File: config.mk
export PLATFORM = sky130hd
export DESIGN_NAME = wpe_detect
export DESIGN_NICKNAME = d
export VERILOG_FILES = /design/src/rtl/wpe_pkg.sv /design/src/rtl/wpe_mem_check.sv /design/src/rtl/wpe_ctrl_check.sv /design/src/rtl/wpe_prio_enc.sv /design/src/rtl/wpe_detect.sv
export SDC_FILE = /design/constraint.sdc
export NUM_CORES = 1
export LEC_CHECK = 0
export BUFFER_PORTS_ARGS = -buffer_cell sky130_fd_sc_hd__buf_2
export CAP_MARGIN = 20
export CORE_ASPECT_RATIO = 0.8
export CORE_MARGIN = 2
export CORE_UTILIZATION = 38
export CTS_BUF_LIST = sky130_fd_sc_hd__clkbuf_4 sky130_fd_sc_hd__clkbuf_8
export CTS_CLUSTER_SIZE = 16
export DETAILED_ROUTE_END_ITERATION = 16
export GPL_ROUTABILITY_DRIVEN = 0
export PLACE_DENSITY = 0.8
export RECOVER_POWER = 50
export SETUP_SLACK_MARGIN = 0.4
export SLEW_MARGIN = 20
export SYNTH_ARGS = -nofsm -noshare
export SYNTH_HDL_FRONTEND = slang
export SYNTH_HIERARCHICAL = 1
export SYNTH_SLANG_ARGS = --single-unit
File: constraint.sdc
create_clock -name clk -period 2.6 [get_ports clk]
set_input_delay 0.39 -clock clk [delete_from_list [all_inputs] [get_ports clk]]
set_output_delay 0.39 -clock clk [all_outputs]
set_load 0.01 [all_outputs]
File: src/rtl/wpe_pkg.sv
package wpe_pkg;
   localparam int unsigned CODE_W  = 4;
   localparam int unsigned N_KINDS = 10;

   typedef enum logic [CODE_W-1:0] {
      WPE_NONE       = 4'd0,
      WPE_NULL_PTR   = 4'd1,
      WPE_RO_WRITE   = 4'd2,
      WPE_SEG_RANGE  = 4'd3,
      WPE_CODE_DATA  = 4'd4,
      WPE_DATA_ALIGN = 4'd5,
      WPE_TLB_MULTI  = 4'd6,
      WPE_MISP_BURST = 4'd7,
      WPE_RAS_EMPTY  = 4'd8,
      WPE_FETCH_ALGN = 4'd9,
      WPE_DIV_ZERO   = 4'd10
   } wpe_kind_e;

   // bit i of the event vector maps to code i+1
   localparam int unsigned MEM_KINDS  = 6;
   localparam int unsigned CTRL_KINDS = 3;
endpackage

File: src/rtl/wpe_mem_check.sv
module wpe_mem_check #(
   parameter int unsigned AW        = 32,
   parameter int unsigned SZW       = 2,
   parameter int unsigned TW        = 4,
   parameter int unsigned TLB_LIMIT = 2
) (
   input  logic           mem_valid,
   input  logic [AW-1:0]  mem_addr,
   input  logic           mem_is_store,
   input  logic [SZW-1:0] mem_size,
   input  logic           mem_page_ro,
   input  logic           mem_page_code,
   input  logic [AW-1:0]  mem_seg_limit,
   input  logic [TW-1:0]  tlb_miss_cnt,
   output logic [wpe_pkg::MEM_KINDS-1:0] mem_ev
);
   localparam int unsigned MAX_SZ = (1 << SZW) - 1;
   localparam int unsigned CHK_B  = (MAX_SZ < AW) ? MAX_SZ : AW;

   generate
      if (TLB_LIMIT < 2) begin : g_bad_tlb
         $error("TLB_LIMIT must be at least 2");
      end
      if (TLB_LIMIT >= (1 << TW)) begin : g_bad_tw
         $error("TW too narrow for TLB_LIMIT");
      end
   endgenerate

   logic misaligned;
   always_comb begin
      misaligned = 1'b0;
      for (int b = 0; b < CHK_B; b++) begin
         if ((b < int'(mem_size)) && mem_addr[b]) misaligned = 1'b1;
      end
   end

   always_comb begin
      mem_ev    = '0;
      mem_ev[0] = mem_valid && (mem_addr == '0);
      mem_ev[1] = mem_valid && mem_is_store && mem_page_ro;
      mem_ev[2] = mem_valid && (mem_addr > mem_seg_limit);
      mem_ev[3] = mem_valid && mem_page_code;
      mem_ev[4] = mem_valid && misaligned;
      mem_ev[5] = (tlb_miss_cnt >= TW'(TLB_LIMIT));
   end
endmodule

File: src/rtl/wpe_ctrl_check.sv
module wpe_ctrl_check #(
   parameter int unsigned AW         = 32,
   parameter int unsigned MISP_LIMIT = 3,
   parameter int unsigned FETCH_LSB  = 2
) (
   input  logic          clk,
   input  logic          rst_n,
   input  logic          flush,
   input  logic          br_resolve,
   input  logic          br_mispredict,
   input  logic          br_older_pending,
   input  logic          ras_pop,
   input  logic          ras_empty,
   input  logic          fetch_valid,
   input  logic [AW-1:0] fetch_addr,
   output logic [wpe_pkg::CTRL_KINDS-1:0] ctrl_ev
);
   localparam int unsigned CNT_W = $clog2(MISP_LIMIT + 1);

   generate
      if (MISP_LIMIT < 2) begin : g_bad_lim
         $error("MISP_LIMIT must be at least 2");
      end
      if (FETCH_LSB == 0 || FETCH_LSB >= AW) begin : g_bad_lsb
         $error("FETCH_LSB out of range");
      end
   endgenerate

   logic [CNT_W-1:0] misp_cnt;
   logic             counted;
   logic             at_limit;

   assign counted  = br_resolve && br_mispredict && br_older_pending && !flush;
   assign at_limit = (misp_cnt == CNT_W'(MISP_LIMIT - 1));

   always_ff @(posedge clk) begin
      if (!rst_n)                          misp_cnt <= '0;
      else if (flush || !br_older_pending) misp_cnt <= '0;
      else if (counted) begin
         if (at_limit) misp_cnt <= '0;
         else          misp_cnt <= misp_cnt + 1'b1;
      end
   end

   always_comb begin
      ctrl_ev    = '0;
      ctrl_ev[0] = counted && at_limit;
      ctrl_ev[1] = ras_pop && ras_empty;
      ctrl_ev[2] = fetch_valid && (fetch_addr[FETCH_LSB-1:0] != '0);
   end

   assert_cnt_cleared_R9: assert property (@(posedge clk) disable iff (!rst_n)
      (flush || !br_older_pending) |=> (misp_cnt == '0));
   assert_cnt_bound_R8: assert property (@(posedge clk) disable iff (!rst_n)
      misp_cnt < CNT_W'(MISP_LIMIT));
   assert_cnt_wrap_R8: assert property (@(posedge clk) disable iff (!rst_n)
      ctrl_ev[0] |=> (misp_cnt == '0));
endmodule

File: src/rtl/wpe_prio_enc.sv
module wpe_prio_enc #(
   parameter int unsigned N  = 10,
   parameter int unsigned CW = 4
) (
   input  logic [N-1:0]  req,
   output logic [CW-1:0] code,
   output logic          any
);
   generate
      if (N + 1 > (1 << CW)) begin : g_bad_cw
         $error("CW too narrow for N kinds");
      end
   endgenerate

   // per-bit grant chain: a bit wins when no lower bit is set
   logic [N-1:0] below;
   logic [N-1:0] grant;
   genvar gi;
   generate
      for (gi = 0; gi < N; gi++) begin : g_chain
         if (gi == 0) begin : g_first
            assign below[gi] = 1'b0;
         end else begin : g_rest
            assign below[gi] = below[gi-1] | req[gi-1];
         end
         assign grant[gi] = req[gi] & ~below[gi];
      end
   endgenerate

   always_comb begin
      code = '0;
      for (int i = 0; i < N; i++) begin
         if (grant[i]) code = CW'(i + 1);
      end
   end
   assign any = |req;
endmodule

File: src/rtl/wpe_detect.sv
module wpe_detect #(
   parameter int unsigned AW         = 32,
   parameter int unsigned SZW        = 2,
   parameter int unsigned TW         = 4,
   parameter int unsigned TLB_LIMIT  = 2,
   parameter int unsigned MISP_LIMIT = 3,
   parameter int unsigned FETCH_LSB  = 2
) (
   input  logic           clk,
   input  logic           rst_n,
   input  logic           flush,
   input  logic           mem_valid,
   input  logic [AW-1:0]  mem_addr,
   input  logic           mem_is_store,
   input  logic [SZW-1:0] mem_size,
   input  logic           mem_page_ro,
   input  logic           mem_page_code,
   input  logic [AW-1:0]  mem_seg_limit,
   input  logic [TW-1:0]  tlb_miss_cnt,
   input  logic           br_resolve,
   input  logic           br_mispredict,
   input  logic           br_older_pending,
   input  logic           ras_pop,
   input  logic           ras_empty,
   input  logic           fetch_valid,
   input  logic [AW-1:0]  fetch_addr,
   input  logic           div_valid,
   input  logic           div_by_zero,
   output logic           wpe_pulse,
   output logic [3:0]     wpe_code
);
   import wpe_pkg::*;

   localparam int unsigned NK = MEM_KINDS + CTRL_KINDS + 1;

   generate
      if (NK != N_KINDS) begin : g_bad_nk
         $error("event vector size mismatch");
      end
   endgenerate

   logic [MEM_KINDS-1:0]  mem_ev;
   logic [CTRL_KINDS-1:0] ctrl_ev;
   logic [NK-1:0]         ev_vec;
   logic [CODE_W-1:0]     enc_code;
   logic                  enc_any;

   wpe_mem_check #(.AW(AW), .SZW(SZW), .TW(TW), .TLB_LIMIT(TLB_LIMIT)) u_mem (
      .mem_valid     (mem_valid),
      .mem_addr      (mem_addr),
      .mem_is_store  (mem_is_store),
      .mem_size      (mem_size),
      .mem_page_ro   (mem_page_ro),
      .mem_page_code (mem_page_code),
      .mem_seg_limit (mem_seg_limit),
      .tlb_miss_cnt  (tlb_miss_cnt),
      .mem_ev        (mem_ev)
   );

   wpe_ctrl_check #(.AW(AW), .MISP_LIMIT(MISP_LIMIT), .FETCH_LSB(FETCH_LSB)) u_ctrl (
      .clk              (clk),
      .rst_n            (rst_n),
      .flush            (flush),
      .br_resolve       (br_resolve),
      .br_mispredict    (br_mispredict),
      .br_older_pending (br_older_pending),
      .ras_pop          (ras_pop),
      .ras_empty        (ras_empty),
      .fetch_valid      (fetch_valid),
      .fetch_addr       (fetch_addr),
      .ctrl_ev          (ctrl_ev)
   );

   assign ev_vec = {div_valid && div_by_zero, ctrl_ev, mem_ev};

   wpe_prio_enc #(.N(NK), .CW(CODE_W)) u_enc (
      .req  (ev_vec),
      .code (enc_code),
      .any  (enc_any)
   );

   always_ff @(posedge clk) begin
      if (!rst_n) begin
         wpe_pulse <= 1'b0;
         wpe_code  <= WPE_NONE;
      end else begin
         wpe_pulse <= enc_any;
         wpe_code  <= enc_code;
      end
   end

   assert_null_first_R2: assert property (@(posedge clk) disable iff (!rst_n)
      (mem_valid && mem_addr == '0) |=> (wpe_pulse && wpe_code == WPE_NULL_PTR));
   assert_idle_code_R13: assert property (@(posedge clk) disable iff (!rst_n)
      !wpe_pulse |-> (wpe_code == WPE_NONE));
   assert_code_range_R13: assert property (@(posedge clk) disable iff (!rst_n)
      wpe_pulse |-> (wpe_code != WPE_NONE && wpe_code <= WPE_DIV_ZERO));
   assert_tlb_pulse_R7: assert property (@(posedge clk) disable iff (!rst_n)
      (tlb_miss_cnt >= TW'(TLB_LIMIT)) |=> wpe_pulse);
   assert_div_pulse_R12: assert property (@(posedge clk) disable iff (!rst_n)
      (div_valid && div_by_zero) |=> wpe_pulse);
endmodule

Yosys cells after proc, flatten, opt, wreduce, memory -nomap -nowiden. Index checks and enable logic that the tools add are counted.

Register bits after elaboration: 7. Bits in latches: 0. RAM bits: 0. Memory bits (read-only): 0. Input port bits: 117. Output and inout port bits: 5. Word-level logic and storage cells: 78. Memories: 0.

Add/subtract/negate cells: 1. $mul: 0. Div/mod/pow operators: 0. Magnitude comparators: 5. Equality and inequality tests: 1. Shifts and indexed selects: 0. Multiplexer cells: 14. Bitwise gates (word level): 27. Reductions and logical operators: 25.

Operators by type and width (count): 4-bit two-way mux (9); 32-bit > comparator (1); 32-bit zero test (1); 1-bit logical AND (16); 1-bit inverter (10); 10-bit OR reduction (1); 1-bit bitwise AND (9); 1-bit bitwise OR (8); 4-bit by 2-bit greater-or-equal comparator with 1-bit output (second input constant) (1); 1-bit by 2-bit < comparator with 1-bit output (first input constant) (2); 1-bit two-way mux (4); 2-bit OR reduction (2); 4-bit OR reduction (1); 2-bit by 1-bit adder with 2-bit output (second input constant) (1); 2-bit equality test (second input constant) (1); 1-bit zero test (2); 2-bit < comparator (first input constant) (1); 2-bit two-way mux (1); 2-bit nonzero test (1); 1-bit logical OR (1).

Depth between registers and ports, before layout.
Word-level depth: 14. Gate-level depth with buffers: 11. Depth with buffers taken out: 11.

Modules after synthesis. Netlist, hierarchy kept.

Modules (own cells, without submodules): wpe_mem_check (times used 1, cells an instance 132, area each 918.4 µm²); wpe_detect (times used 1, cells an instance 11, area each 137.6 µm²); wpe_ctrl_check (times used 1, cells an instance 13, area each 136.4 µm²); wpe_prio_enc (times used 1, cells an instance 18, area each 116.4 µm²).

Worst setup path after synthesis. No wires, ideal clock.

Path type: input to register. From: in mem_seg_limit[14]. To: reg wpe_pulse. Library setup time: 0.115 ns. Arrival time: 2.062 ns. Data required time: 2.485 ns. Path slack: 0.423 ns. Cell stages on the path: 10. Buffers on the path: 0. Cells stage by stage: inv_1 > ha_1 > a21oi_1 > nand2_1 > a221o_1 > o311ai_1 > a21oi_1 > nor3_1 > nand3_1 > and2_1.

Cells in the longest elaborated chain, start to end: 3.

Ends and longest elaborated chain: from (decl) (line wpe_detect.sv:18) `input logic [AW-1:0] mem_seg_limit,`; 32-bit > comparator (line wpe_mem_check.sv:41) `mem_ev[2] = mem_valid && (mem_addr > mem_seg_limit);`; 1-bit logical AND (line wpe_mem_check.sv:41); named net ev_vec[2] (line wpe_detect.sv:44) `logic [NK-1:0] ev_vec;`; 10-bit OR reduction (line wpe_prio_enc.sv:36) `assign any = |req;`; named net enc_any (line wpe_detect.sv:46) `logic enc_any;`; to (signal assigned) (line wpe_detect.sv:87) `wpe_pulse <= enc_any;`; to (decl) (line wpe_detect.sv:29) `output logic wpe_pulse,`.

The timed path passes the listed nets, and every way through them passes these cells. A chain may end at the register's enable or synchronous reset.

Final worst setup path.
From: in mem_addr[1]. To: reg wpe_code[2].

RTL lines: from (decl) (line wpe_detect.sv:13) `input logic [AW-1:0] mem_addr,`; 32-bit > comparator * (line wpe_mem_check.sv:41); 1-bit logical AND * (line wpe_mem_check.sv:41); named net ev_vec[2] (line wpe_detect.sv:44); 1-bit bitwise OR (7 in a row) (line wpe_prio_enc.sv:24) `assign below[gi] = below[gi-1] | req[gi-1];`; 1-bit inverter (line wpe_prio_enc.sv:26) `assign grant[gi] = req[gi] & ~below[gi];`; 1-bit bitwise AND (line wpe_prio_enc.sv:26); 4-bit OR reduction (no source line); to (signal assigned) (line wpe_detect.sv:88) `wpe_code <= enc_code;`; to (decl) (line wpe_detect.sv:30) `output logic [3:0] wpe_code`.

Mark *: on every way through the listed nets, which the timed path passes. The rest lies on a longest branch.

==> impl_metrics.env <==
export IMPL_antenna_left=0
export IMPL_syn_to_final_growth_pct=68.64
export IMPL_critical_path_max_fanout=3
export IMPL_leakagePower_uw=0.001066
export IMPL_synth_ff_type="dfxtp_1"
export IMPL_synth_edf_count=0
export IMPL_finalNetCount=421
export IMPL_drt_iter0_drc=38
export IMPL_finalSetupTns_ns=0
export IMPL_die_w_um=69.62
export IMPL_multi_input_area_um2=1370
export IMPL_seqCellArea_um2=140.1
export IMPL_grt_overflow=0
export IMPL_status="complete, no violations"
export IMPL_crit_family="compound AO/OA/AOI/OAI gates"
export IMPL_clock_sinks=7
export IMPL_io_buffer_count=90
export IMPL_startpoint="mem_addr[1]"
export IMPL_wl_per_cell_um=12.45
export IMPL_placed_cell_area_um2=1812
export IMPL_min_path_type="in -> reg"
export IMPL_ir_drop_v=0.0001622
export IMPL_htreeDepth=1
export IMPL_die_area_um2=3933
export IMPL_synth_seq_cells=7
export IMPL_seq_area_frac_synth=0.1071
export IMPL_grt_max_degree=7
export IMPL_yosysWarnings=6
export IMPL_worstSetupEndpointType="register"
export IMPL_timing_rr_start="u_ctrl/misp_cnt[1]"
export IMPL_grt_pass1_vias=1517
export IMPL_avgSynthCellArea_um2=7.522
export IMPL_routed_wl_mm=3.896
export IMPL_grt_pass1_wl_mm=6.044
export IMPL_stdcell_area_um2=2207
export IMPL_worst_path_max_delay_cell="a2111oi_2"
export IMPL_grt_total_usage=0.1809
export IMPL_critPathMaxStageDelay_ns=0.42
export IMPL_holdPathStages=2
export IMPL_pwr_density_cell_nw_per_um2=255.2
export IMPL_clk_latency_ns=0.22
export IMPL_slew_viol_final=0
export IMPL_core_um2=3352
export IMPL_finalSetupViolCount=0
export IMPL_fin_crit_sh=0.8053
export IMPL_drc_errors=0
export IMPL_yosys_area_top_type_share=0.3059
export IMPL_rr_endpoint="wpe_code[0]"
export IMPL_min_delay_start="rst_n"
export IMPL_via_per_inst=5.125
export IMPL_placementRows=19
export IMPL_synth_most_common_cell="inv_1"
export IMPL_diodes=0
export IMPL_start_kind="input pin"
export IMPL_cts_buffer_depth=2
export IMPL_path_cells="buf_2, ha_4, nor2b_4, o211ai_1, a2111oi_2, o311ai_2, a21oi_2, nor3_2, nor2b_1, and2_1"
export IMPL_vias=1604
export IMPL_holdPathEnd="wpe_code[3]"
export IMPL_async_flop_share=0
export IMPL_worstMarginPinSlew_ns=0.4849
export IMPL_synth_area_leaders="ha_1 31%, dfxtp_1 11%, inv_1 9.8%, a21oi_1 5.7%, nand4_1 4.3%"
export IMPL_finalCriticalPeriod_ns=2.094
export IMPL_postSynthCellCount=174
export IMPL_ys_types=36
export IMPL_yosysTopAreaCell="ha_1"
export IMPL_hpwlAfterDp_mm=3.130
export IMPL_fmaxAchievable_mhz=477.6
export IMPL_io_pins=122
export IMPL_fin_skew_ns=0.001596
export IMPL_cts_tree="done"
export IMPL_fin_util=0.6585
export IMPL_fillers=286
export IMPL_cts_made_buffers=3
export IMPL_reg2reg_depth=4
export IMPL_synthesis_nets=323
export IMPL_cts_root_buf="clkbuf_8"
export IMPL_mappedNetlistArea_um2=1309
export IMPL_synth_top_cells_by_count="34 x inv_1, 32 x ha_1, 15 x a21oi_1"
export IMPL_rsz0062_at_grt="yes"
export IMPL_clk_pin_slew_worst_paths_ns=0.04
export IMPL_drv_cap=0
export IMPL_drive_gt1_frac=0.5240
export IMPL_required_ns=2.71
export IMPL_start_util=0.3904
export IMPL_hold_viol=0
export IMPL_r2r_slack_ns=1.31
export IMPL_antenna_found_initial=0
export IMPL_die_h_um=56.49
export IMPL_crit_buf_inv=1
export IMPL_criticalPathCategory="in -> reg"
export IMPL_drt_pass1_iter_count=4
export IMPL_slew_headroom=0.6743
export IMPL_worstPathArrival_ns=2.20
-- metal layers --
metal	up-vias	track usage	wire length [um]
met5	-	0	0
met4	0	0.04396	29
met3	4	0.01795	223
met2	52	0.3255	1900
met1	716	0.2332	1743
li1	832	-	-
-- flip-flops by register name, indices dropped and copies added (netlist names) --
signal / cells
u_ctrl/misp_cnt: 2
wpe_pulse: 1
wpe_code: 4
-- worst max path at each step --
stage,slack (ns),to,cells past startpoint
final,0.51,wpe_code[2],10
after global routing,0.35,wpe_code[3],11
after CTS,0.38,wpe_code[2],10
after detailed placement,0.08,wpe_pulse,10
after global placement,0.11,wpe_pulse,10
after floorplan,0.42,wpe_pulse,10
-- stage by stage --
step	power, uW	hold slack (ns)	instances	worst slack (ns)
global placement	333.0	0.5203	306	0.1127
CTS	500.3	0.4290	310	0.3761
floorplan	234.8	0.4993	174	0.4226
finish	563.2	0.4352	313	0.5063
detailed placement	339.4	0.5394	306	0.07715
global route	612.6	0.4576	313	0.3522
-- cells by family (layout without fill, tap and decap cells) --
logic type	count (synthesis)	count (layout)	share of synthesized area
AOI/OAI and AO/OA	37	37	0.1931
adders and majority gates	32	32	0.3059
buffers and inverters	34	131	0.09751
DFF	7	7	0.1071
and+or+nand+nor	64	64	0.2964
-- cell type report --
cell class,instances,share of cell area
Tap cell,42,0.02381
Clock buffer,4,0.02211
Inverter,34,0.05782
Timing Repair Buffer,93,0.2120
Sequential cell,7,0.06349
Multi-Input combinational cell,133,0.6207
-- worst reg2reg max path, stage by stage, from the launching register on --
cell and delay (ns):
dfxtp_1 0.36, nor3b_2 0.38, a221oi_2 0.12, o31ai_1 0.21, and2_1 0.16
-- power by group --
group	leakage [uW]	internal [uW]	total, uW	switching [uW]
Clock	0.0000262	116	158	41.9
Sequential	0.0000577	114	115	1.60
Combinational	0.000982	150	290	140
-- repair_timing --
| action | in CTS | in global routing |
|---|---|---|
| cloned | 0 | 0 |
| resized for setup | 1 | 46 |
| endpoints found under the setup margin | 3 | 5 |
| pin swaps | 0 | 21 |
| setup buffers | 0 | 3 |
| hold buffers | 0 | 0 |
| endpoints found under the hold margin | 0 | 0 |
-- cells in the final DEF, fill, tap and decap left out, drive strengths merged, types with 8 or more instances in the layout --
| cell type | n |
|---|---|
| nand2 | 8 |
| ha | 32 |
| inv | 34 |
| clkbuf | 8 |
| nand4 | 9 |
| nor4 | 8 |
| buf | 89 |
| a21oi | 16 |
| and2 | 8 |
(Power assumes the default switching activity.)
